[config.mk]
export PLATFORM = sky130hd
export DESIGN_NAME = sec_alarm_ctr
export DESIGN_NICKNAME = d
export VERILOG_FILES = /design/src/rtl/sac_pkg.sv /design/src/rtl/sac_prescaler.sv /design/src/rtl/sac_timekeep.sv /design/src/rtl/sac_bus_fsm.sv /design/src/rtl/sec_alarm_ctr.sv
export SDC_FILE = /design/constraint.sdc
export NUM_CORES = 1
export LEC_CHECK = 0
export ABC_CLOCK_PERIOD_IN_PS = 8600
export BUFFER_PORTS_ARGS = -buffer_cell sky130_fd_sc_hd__buf_4
export CAP_MARGIN = 25
export CORE_ASPECT_RATIO = 0.8
export CORE_MARGIN = 5
export CORE_UTILIZATION = 45
export CTS_CLUSTER_DIAMETER = 120
export DETAILED_ROUTE_END_ITERATION = 8
export PLACE_DENSITY_LB_ADDON = 0.12
export SLEW_MARGIN = 5
export SYNTH_ARGS = -nofsm -noshare
export SYNTH_HDL_FRONTEND = slang
export SYNTH_SLANG_ARGS = --single-unit
[constraint.sdc]
create_clock -name clk -period 8.6 [get_ports clk]
set_input_delay 0 -clock clk [delete_from_list [all_inputs] [get_ports clk]]
set_output_delay 0 -clock clk [all_outputs]
set_load 0.01 [all_outputs]
[src/rtl/sac_pkg.sv]
package sac_pkg;

    localparam int unsigned AW = 12;

    localparam logic [AW-1:0] OFS_COUNT = 12'h000;
    localparam logic [AW-1:0] OFS_MATCH = 12'h004;
    localparam logic [AW-1:0] OFS_LOAD  = 12'h008;
    localparam logic [AW-1:0] OFS_CTRL  = 12'h00C;
    localparam logic [AW-1:0] OFS_MASK  = 12'h010;
    localparam logic [AW-1:0] OFS_RAW   = 12'h014;
    localparam logic [AW-1:0] OFS_GATED = 12'h018;
    localparam logic [AW-1:0] OFS_CLEAR = 12'h01C;

    typedef enum logic [1:0] {
        S_IDLE   = 2'd0,
        S_SETUP  = 2'd1,
        S_ACCESS = 2'd2
    } bus_st_t;

    typedef struct packed {
        logic load;
        logic match;
        logic mask;
        logic clear;
    } wr_stb_t;

    function automatic logic [7:0] id_byte(input logic [2:0] idx);
        logic [7:0] b;
        unique case (idx)
            3'd0: b = 8'h31;
            3'd1: b = 8'h10;
            3'd2: b = 8'h14;
            3'd3: b = 8'h00;
            3'd4: b = 8'h0D;
            3'd5: b = 8'hF0;
            3'd6: b = 8'h05;
            3'd7: b = 8'hB1;
            default: b = 8'h00;
        endcase
        return b;
    endfunction

endpackage

[src/rtl/sac_prescaler.sv]
module sac_prescaler #(
    parameter int unsigned CLK_HZ = 1_000_000
) (
    input  logic clk,
    input  logic rst_n,
    input  logic restart,
    output logic tick
);
    localparam int unsigned PW = (CLK_HZ > 2) ? $clog2(CLK_HZ) : 1;
    localparam logic [PW-1:0] LAST = PW'(CLK_HZ - 1);

    logic [PW-1:0] phase_q;

    always_ff @(posedge clk) begin
        if (!rst_n) begin
            phase_q <= '0;
        end else if (restart || phase_q == LAST) begin
            phase_q <= '0;
        end else begin
            phase_q <= phase_q + 1'b1;
        end
    end

    assign tick = (phase_q == LAST);

endmodule

[src/rtl/sac_timekeep.sv]
module sac_timekeep
    import sac_pkg::*;
#(
    parameter int unsigned DW = 32
) (
    input  logic          clk,
    input  logic          rst_n,
    input  logic          tick,
    input  wr_stb_t       stb,
    input  logic [DW-1:0] wdata,
    output logic [DW-1:0] count_q,
    output logic [DW-1:0] match_q,
    output logic [DW-1:0] loaded_q,
    output logic          mask_q,
    output logic          status_q
);
    logic [DW-1:0] count_d;
    logic [DW-1:0] match_d;
    logic          step;
    logic          hit;

    always_comb begin
        if (stb.load) begin
            count_d = wdata;
        end else if (tick) begin
            count_d = count_q + 1'b1;
        end else begin
            count_d = count_q;
        end
        match_d = stb.match ? wdata : match_q;
        step    = stb.load | stb.match | tick;
        hit     = step && (count_d == match_d);
    end

    always_ff @(posedge clk) begin
        if (!rst_n) begin
            count_q  <= '0;
            match_q  <= '0;
            loaded_q <= '0;
            mask_q   <= 1'b0;
            status_q <= 1'b0;
        end else begin
            count_q <= count_d;
            match_q <= match_d;
            if (stb.load) begin
                loaded_q <= wdata;
            end
            if (stb.mask) begin
                mask_q <= wdata[0];
            end
            if (hit) begin
                status_q <= 1'b1;
            end else if (stb.clear) begin
                status_q <= 1'b0;
            end
        end
    end

endmodule

[src/rtl/sac_bus_fsm.sv]
module sac_bus_fsm
    import sac_pkg::*;
#(
    parameter int unsigned DW = 32
) (
    input  logic          clk,
    input  logic          rst_n,
    input  logic          psel,
    input  logic          penable,
    input  logic          pwrite,
    input  logic [AW-1:0] paddr,
    input  logic [DW-1:0] count_q,
    input  logic [DW-1:0] match_q,
    input  logic [DW-1:0] loaded_q,
    input  logic          mask_q,
    input  logic          status_q,
    output wr_stb_t       stb,
    output logic [DW-1:0] prdata,
    output logic          pslverr
);
    bus_st_t st_q;
    bus_st_t st_d;
    logic    acc;
    logic    in_id;
    logic [DW-1:0] rval;
    logic    mapped;

    always_ff @(posedge clk) begin
        if (!rst_n) begin
            st_q <= S_IDLE;
        end else begin
            st_q <= st_d;
        end
    end

    always_comb begin
        st_d = S_IDLE;
        unique case (st_q)
            S_IDLE:   st_d = (psel && !penable) ? S_SETUP : S_IDLE;
            S_SETUP:  st_d = (psel && penable) ? S_ACCESS : S_IDLE;
            S_ACCESS: st_d = (psel && !penable) ? S_SETUP : S_IDLE;
            default:  st_d = S_IDLE;
        endcase
    end

    always_comb begin
        acc    = (st_q == S_SETUP) && psel && penable;
        in_id  = (paddr[AW-1:5] == 7'h7F) && (paddr[1:0] == 2'b00);
        mapped = 1'b1;
        rval   = '0;
        if (in_id) begin
            rval = DW'(id_byte(paddr[4:2]));
        end else begin
            unique case (paddr)
                OFS_COUNT: rval = count_q;
                OFS_MATCH: rval = match_q;
                OFS_LOAD:  rval = loaded_q;
                OFS_CTRL:  rval = DW'(1);
                OFS_MASK:  rval = DW'(mask_q);
                OFS_RAW:   rval = DW'(status_q);
                OFS_GATED: rval = DW'(status_q & mask_q);
                OFS_CLEAR: rval = '0;
                default:   mapped = 1'b0;
            endcase
        end
        stb.load  = acc && pwrite && (paddr == OFS_LOAD);
        stb.match = acc && pwrite && (paddr == OFS_MATCH);
        stb.mask  = acc && pwrite && (paddr == OFS_MASK);
        stb.clear = acc && pwrite && (paddr == OFS_CLEAR);
        prdata    = (acc && !pwrite) ? rval : '0;
        pslverr   = acc && !pwrite && !mapped;
    end

endmodule

[src/rtl/sec_alarm_ctr.sv]
module sec_alarm_ctr
    import sac_pkg::*;
#(
    parameter int unsigned CLK_HZ = 1_000_000,
    parameter int unsigned DW     = 32
) (
    input  logic          clk,
    input  logic          rst_n,
    input  logic          psel,
    input  logic          penable,
    input  logic          pwrite,
    input  logic [11:0]   paddr,
    input  logic [DW-1:0] pwdata,
    output logic [DW-1:0] prdata,
    output logic          pslverr,
    output logic          irq
);
    wr_stb_t       stb;
    logic          tick;
    logic [DW-1:0] count_q;
    logic [DW-1:0] match_q;
    logic [DW-1:0] loaded_q;
    logic          mask_q;
    logic          status_q;

    sac_prescaler #(.CLK_HZ(CLK_HZ)) u_pre (
        .clk     (clk),
        .rst_n   (rst_n),
        .restart (stb.load),
        .tick    (tick)
    );

    sac_timekeep #(.DW(DW)) u_tk (
        .clk      (clk),
        .rst_n    (rst_n),
        .tick     (tick),
        .stb      (stb),
        .wdata    (pwdata),
        .count_q  (count_q),
        .match_q  (match_q),
        .loaded_q (loaded_q),
        .mask_q   (mask_q),
        .status_q (status_q)
    );

    sac_bus_fsm #(.DW(DW)) u_bus (
        .clk      (clk),
        .rst_n    (rst_n),
        .psel     (psel),
        .penable  (penable),
        .pwrite   (pwrite),
        .paddr    (paddr),
        .count_q  (count_q),
        .match_q  (match_q),
        .loaded_q (loaded_q),
        .mask_q   (mask_q),
        .status_q (status_q),
        .stb      (stb),
        .prdata   (prdata),
        .pslverr  (pslverr)
    );

    assign irq = status_q & mask_q;

endmodule

== Word-level counts from Yosys, hierarchy flattened ==
Memories as Yosys holds them, arrays and structs flattened.
Cells that the tools add are included.
Storage, ports and cells
  memory bits (read-only): 56
  logic and storage cells: 64
  output and inout port bits: 34
  input bits: 49
  memories: 1
  register bits: 120
Memories
  (no name shown): depth 8, width 7, rd ports 1, clocked after Yosys merged registers in 0, wr ports 0, line sac_pkg.sv:29  | unique case (idx)
Cells by class
  reduce and logical (&&, ||, !) cells: 24
  equal/unequal tests: 12
  mux-type cells: 13
  add/subtract/negate cells: 2
  bitwise gates (word level): 5
Operator list (number)
  $pmux W32 S7: 1
  $mux W32: 5
  $eq A12 B5 Y1 const B: 4
  $add A32 B1 Y32 const B: 1
  $eq A32 B32 Y1: 1
  $eq A12 B4 Y1 const B: 2
  $add A20 B1 Y20 const B: 1
  $eq A20 B20 Y1 const B: 1
  $logic_and A1 B1 Y1: 13
  $eq A12 B3 Y1 const B: 1
  $logic_not A12 Y1: 1
  $reduce_or A8 Y1: 1
  $eq A7 B7 Y1 const B: 1
  $mux W1: 5
  $logic_not A2 Y1: 2
  $pmux W2 S2: 1
  $reduce_or A2 Y1: 2
  $logic_not A1 Y1: 3
  $and A1 B1 Y1: 2
  $eq A2 B1 Y1 const B: 1
  $eq A2 B2 Y1 const B: 1
  $mux W2: 1
  $or A1 B1 Y1: 2
  $reduce_bool A2 Y1: 1
  2 further kinds: 2

== Logic depth before layout (Yosys ltp) ==
  depth in word-level cells: 9
  mapped depth: 13

== Cells and area by module ==
A second synthesis with hierarchy kept.
Unflattened totals
  cell total of the unflattened synthesis: 968
  area, all modules: 8227.9 um^2
Modules (own cells, without submodules)
  sac_timekeep: cells each 698, area an instance 5898.2 um^2, times used 1
  sac_bus_fsm: cells each 164, area an instance 1408.9 um^2, times used 1
  sac_prescaler: cells each 105, area an instance 914.6 um^2, times used 1
  sec_alarm_ctr: cells each 1, area an instance 6.3 um^2, times used 1

== Least setup slack after synthesis ==
No wires, ideal clock.
  kind: register -> register
  start: register u_pre.phase_q[12]
  end: register u_tk.status_q
  cell stages (with the launch flop): 12
  arrival: 3.029 ns
  path slack: 5.484 ns
  clock period less this slack: 3.116 ns
  path through: dfxtp_1 -> or4_4 -> or4_4 -> buf_6 -> or4_4 -> nor3_2 -> a221o_1 -> a21oi_1 -> a2111o_1 -> a311oi_2 -> nand4_1 -> o31ai_1
On the way
  longest elaborated chain between the ends: 6
  elaborated cells on any way between the ends: 8
RTL lines
  start, declared: line sac_prescaler.sv:12  | logic [PW-1:0] phase_q;
  start signal, assigned: line sac_prescaler.sv:20  | phase_q <= phase_q + 1'b1;
  $eq A20 B20 Y1 *: line sac_prescaler.sv:24  | assign tick = (phase_q == LAST);
  $mux W32: line sac_timekeep.sv:25  | end else if (tick) begin
  $mux W32: line sac_timekeep.sv:23  | if (stb.load) begin
  $eq A32 B32 Y1: line sac_timekeep.sv:32  | hit = step && (count_d == match_d);
  $logic_and A1 B1 Y1 *: line sac_timekeep.sv:32
  $mux W1 / $reduce_bool A2 Y1 (equally long branches)
  end signal, assigned: line sac_timekeep.sv:41  | status_q <= 1'b0;
  end signal, assigned: line sac_timekeep.sv:52  | status_q <= 1'b1;
  end signal, assigned: line sac_timekeep.sv:54  | status_q <= 1'b0;
  end, declared: line sac_timekeep.sv:15  | output logic status_q
Mark *: on every way between the ends. The rest lies on a longest branch, timed or not.
A chain may end at the register's enable or synchronous reset.

== Final worst setup path ==
  start: register u_pre.phase_q[14]
  end: register u_tk.status_q
The elaborated chain is that of the path after synthesis.

==> impl_metrics.json <==
{
  "slew_violations": 0,
  "worstSkewPairLatency_ns": 0.43,
  "synth_area_leaders": "dfxtp_1, nand2_1, a21oi_1",
  "die_area_um2": 20100,
  "netlist_top_cells_count": "nand2_1, nor2_1, a21oi_1",
  "antenna_found_initial": 0,
  "core_um2": 17200,
  "cp_cell_sequence": "or4b_4 > nor4_1 > clkbuf_2 > nand2_1 > nor4_1 > xor2_1 > xnor2_1 > a32oi_1 > a211oi_1 > nand4_1 > o31ai_1",
  "cp-end-kind": "register",
  "yosysMostFrequentCell": "nand2_1",
  "cts-resized-gates": 0,
  "slew_headroom_pct": 33.8,
  "initial_core_util_pct": 45.5,
  "cts_tree": "built",
  "synth.yosys.seq_area_share_pct": 30.7,
  "status": "complete, no violations",
  "detail-route-antenna-nets": 0,
  "yosysTopAreaCell": "dfxtp_1",
  "ys_warn_count": 0,
  "min_to": "u_tk.mask_q$_SDFFE_PN0P_",
  "grt.total_usage_pct": 27.3,
  "crit_top_cell": "nor4_1",
  "holdCritPathClass": "in2reg",
  "power_frac_clock_pct": 55.0,
  "die_x_um": 157,
  "synthArstFlopShare_pct": 0,
  "synth_area_um2": 7830,
  "area_growth_syn_to_layout_pct": 22.6,
  "root_buffer": "clkbuf_16",
  "clkTransAtPathRegs_ns": 0.06,
  "ys_types": 69,
  "finalCritPeriodShare_pct": 41.9,
  "power_leakage_uw": 0.00340,
  "power.density_nw_per_um2": 149,
  "syn_nets": 1166,
  "nFillCells": 1704,
  "rsz0062_at_grt": "false",
  "vias": 8468,
  "grt_pass1_vias": 7819,
  "syn_inst": 1115,
  "wl_per_cell_um": 19.2,
  "ff2ff_setup_slack_ns": 5.00,
  "drive_gt1_share_pct": 12.7,
  "vias_per_cell": 5.94,
  "ys.flop_type": "dfxtp_1",
  "die_h_um": 128,
  "dp_slack_ns": 4.64,
  "clock.fmax_mhz": 278,
  "setup_viol": 0,
  "grt_max_degree": 99,
  "p_comb_share_pct": 5.9,
  "hold_viol": 0,
  "clock_path_buffers": 2,
  "synth-edff-count": 0,
  "fin_tns_setup_ns": 0,
  "globalplace.congestion": 0.928,
  "grt_pass1_wl_um": 43400,
  "maxCapViolations": 0,
  "final_nets": 1239,
  "critPathMaxStageDelay_ns": 0.54,
  "cp_max_fo": 6,
  "holdPathStages": 4,
  "ys_ff_latch": 120,
  "clock_sinks": 120,
  "swShare_pct": 22.0,
  "row_count": 43,
  "slowest_stage": "or4b_4",
  "fin_crit_ns": 3.60,
  "cts_hold_buffers": 35,
  "drt_iter0_drc": 788,
  "port_buffers": 82,
  "avgSynthCellArea_um2": 7.02,
  "ir_drop_mv": 0.0993,
  "cp_top_family": "simple AND/OR/NAND/NOR gates",
  "critPathKind": "reg2reg",
  "grt_remaining_overflow": 0,
  "rr_worst_depth": 11,
  "worstSetupStartpointType": "register",
  "p_int_uw": 1120,
  "min-delay-start": "paddr[4]",
  "drtPass1Iterations": 7,
  "numCtsBuffers": 17,
  "arrival_ns": 3.94,
  "htree_levels": 4,
  "seq_power_share_pct": 39.0,
  "r2r-start": "u_pre.phase_q[14]$_SDFF_PP0_",
  "hpwl_um": 18000,
  "skew_ns": 0.00518,
  "r2r-end": "u_tk.status_q$_SDFFE_PN0P_",
  "synth_top_cell_area_share_pct": 30.7,
  "drc": 0,
  "worst_pin_slew_ns": 0.993,
  "postCtsSetupBuffers": 0,
  "routed_wirelength_um": 27400,
  "num_antenna_cells": 0,
  "crit_cells": 11,
  "fin_ws_ns": 5.00,
  "critPathRequiredTime_ns": 8.94,
  "cp_num_buf_inv": 1,
  "p_sw_uw": 316,
  "io_pins": 83
}
worst max path at each step:
stage                            startpoint                         end  slack, ns
4_1_cts        u_pre.phase_q[14]$_SDFF_PP0_  u_tk.status_q$_SDFFE_PN0P_       4.62
2_1_floorplan  u_pre.phase_q[12]$_SDFF_PP0_  u_tk.status_q$_SDFFE_PN0P_       5.48
3_5_place_dp   u_pre.phase_q[14]$_SDFF_PP0_  u_tk.status_q$_SDFFE_PN0P_       4.64
3_3_place_gp   u_pre.phase_q[14]$_SDFF_PP0_  u_tk.status_q$_SDFFE_PN0P_       4.77
5_1_grt         u_pre.phase_q[0]$_SDFF_PP0_  u_tk.status_q$_SDFFE_PN0P_       4.73
6_report       u_pre.phase_q[14]$_SDFF_PP0_  u_tk.status_q$_SDFFE_PN0P_       5.00
kinds of logic (layout without fill, tap and decap cells):
family | Yosys count | in the layout | synth area share (%)
and+or+nand+nor | 525 | 525 | 31.3
AOI/OAI and AO/OA | 271 | 271 | 20.8
DFF | 120 | 120 | 30.7
buffers and inverters | 92 | 178 | 4.52
xor gates and xnor gates | 69 | 69 | 7.72
muxes | 36 | 36 | 4.64
adders and majority gates | 2 | 2 | 0.320
layout make-up:
type                    instances  area, um^2  share of cell area [%]
clock buffers                  26         509                    5.31
repair buffers                131        1120                    11.6
multi-input cells             903        5090                    53.1
inverters                      15        56.3                   0.587
flip-flops and latches        120        2400                    25.0
well taps                     225         282                    2.93
clock inverters                 6         135                    1.41
layer usage:
| layer | global-route usage, % | wire [um] | up-vias |
|---|---|---|---|
| met5 | 0 | 0 | - |
| met4 | 8.70 | 680 | 0 |
| met3 | 5.50 | 2280 | 58 |
| met2 | 42.0 | 12100 | 362 |
| met1 | 38.6 | 12400 | 3953 |
| li1 | - | - | 4095 |
flip-flops by register name, summed over array words and instances (netlist names):
signal and count:
u_pre.phase_q 20, u_tk.status_q 1, u_bus.st_q 2, u_tk.match_q 32
u_tk.mask_q 1, u_tk.count_q 32, u_tk.loaded_q 32
cells in the final DEF (no fill, tap or decap), types with 5 or more instances in the layout:
cell,n
or2_2,6
a211o_1,5
and4_1,8
nand4_1,25
nor2_1,153
a21oi_1,145
nand2_1,194
and2_1,10
inv_1,14
o211ai_1,7
clkbuf_16,17
nor4_1,14
or4_1,6
dlygate4sd3_1,35
and3_1,8
nor3_1,26
mux2i_1,34
or3_1,8
clkbuf_8,5
o21ai_0,27
a211oi_1,31
buf_4,92
xnor2_1,40
nor2b_1,5
xor2_1,29
dfxtp_1,120
o22ai_1,16
nand3_1,31
power by group through the flow:
stage	Sequential, uW	Combinational (uW)	Clock [uW]
CTS	560	82.1	797
floorplan	571	30.1	0
global route	560	90.3	823
global placement	572	69.0	0
finish	560	84.9	789
detailed placement	572	69.2	0
worst register-to-register path, delay by kind of cell, from the launching register on:
family	cells	cell delay [ns]
flops	1	0.43
buf+inv	1	0.27
compound gates	3	0.64
simple gates	5	1.63
xor+xnor	2	0.55
through the flow:
| step | cells | utilization (%) | hold WS (ns) | area [um^2] | total power [uW] |
|---|---|---|---|---|---|
| final | 1426 | 55.7 | 0.0211 | 9600 | 1430 |
| after global routing | 1426 | 55.7 | 0.0613 | 9600 | 1470 |
| after CTS | 1423 | 55.4 | 0.00414 | 9540 | 1440 |
| after detailed placement | 1356 | 49.6 | 0.178 | 8540 | 641 |
| after global placement | 1355 | 49.5 | 0.172 | 8530 | 641 |
| after floorplan | 1115 | - | 0.0767 | 7830 | 601 |
Power figures use the tool's default switching activity.
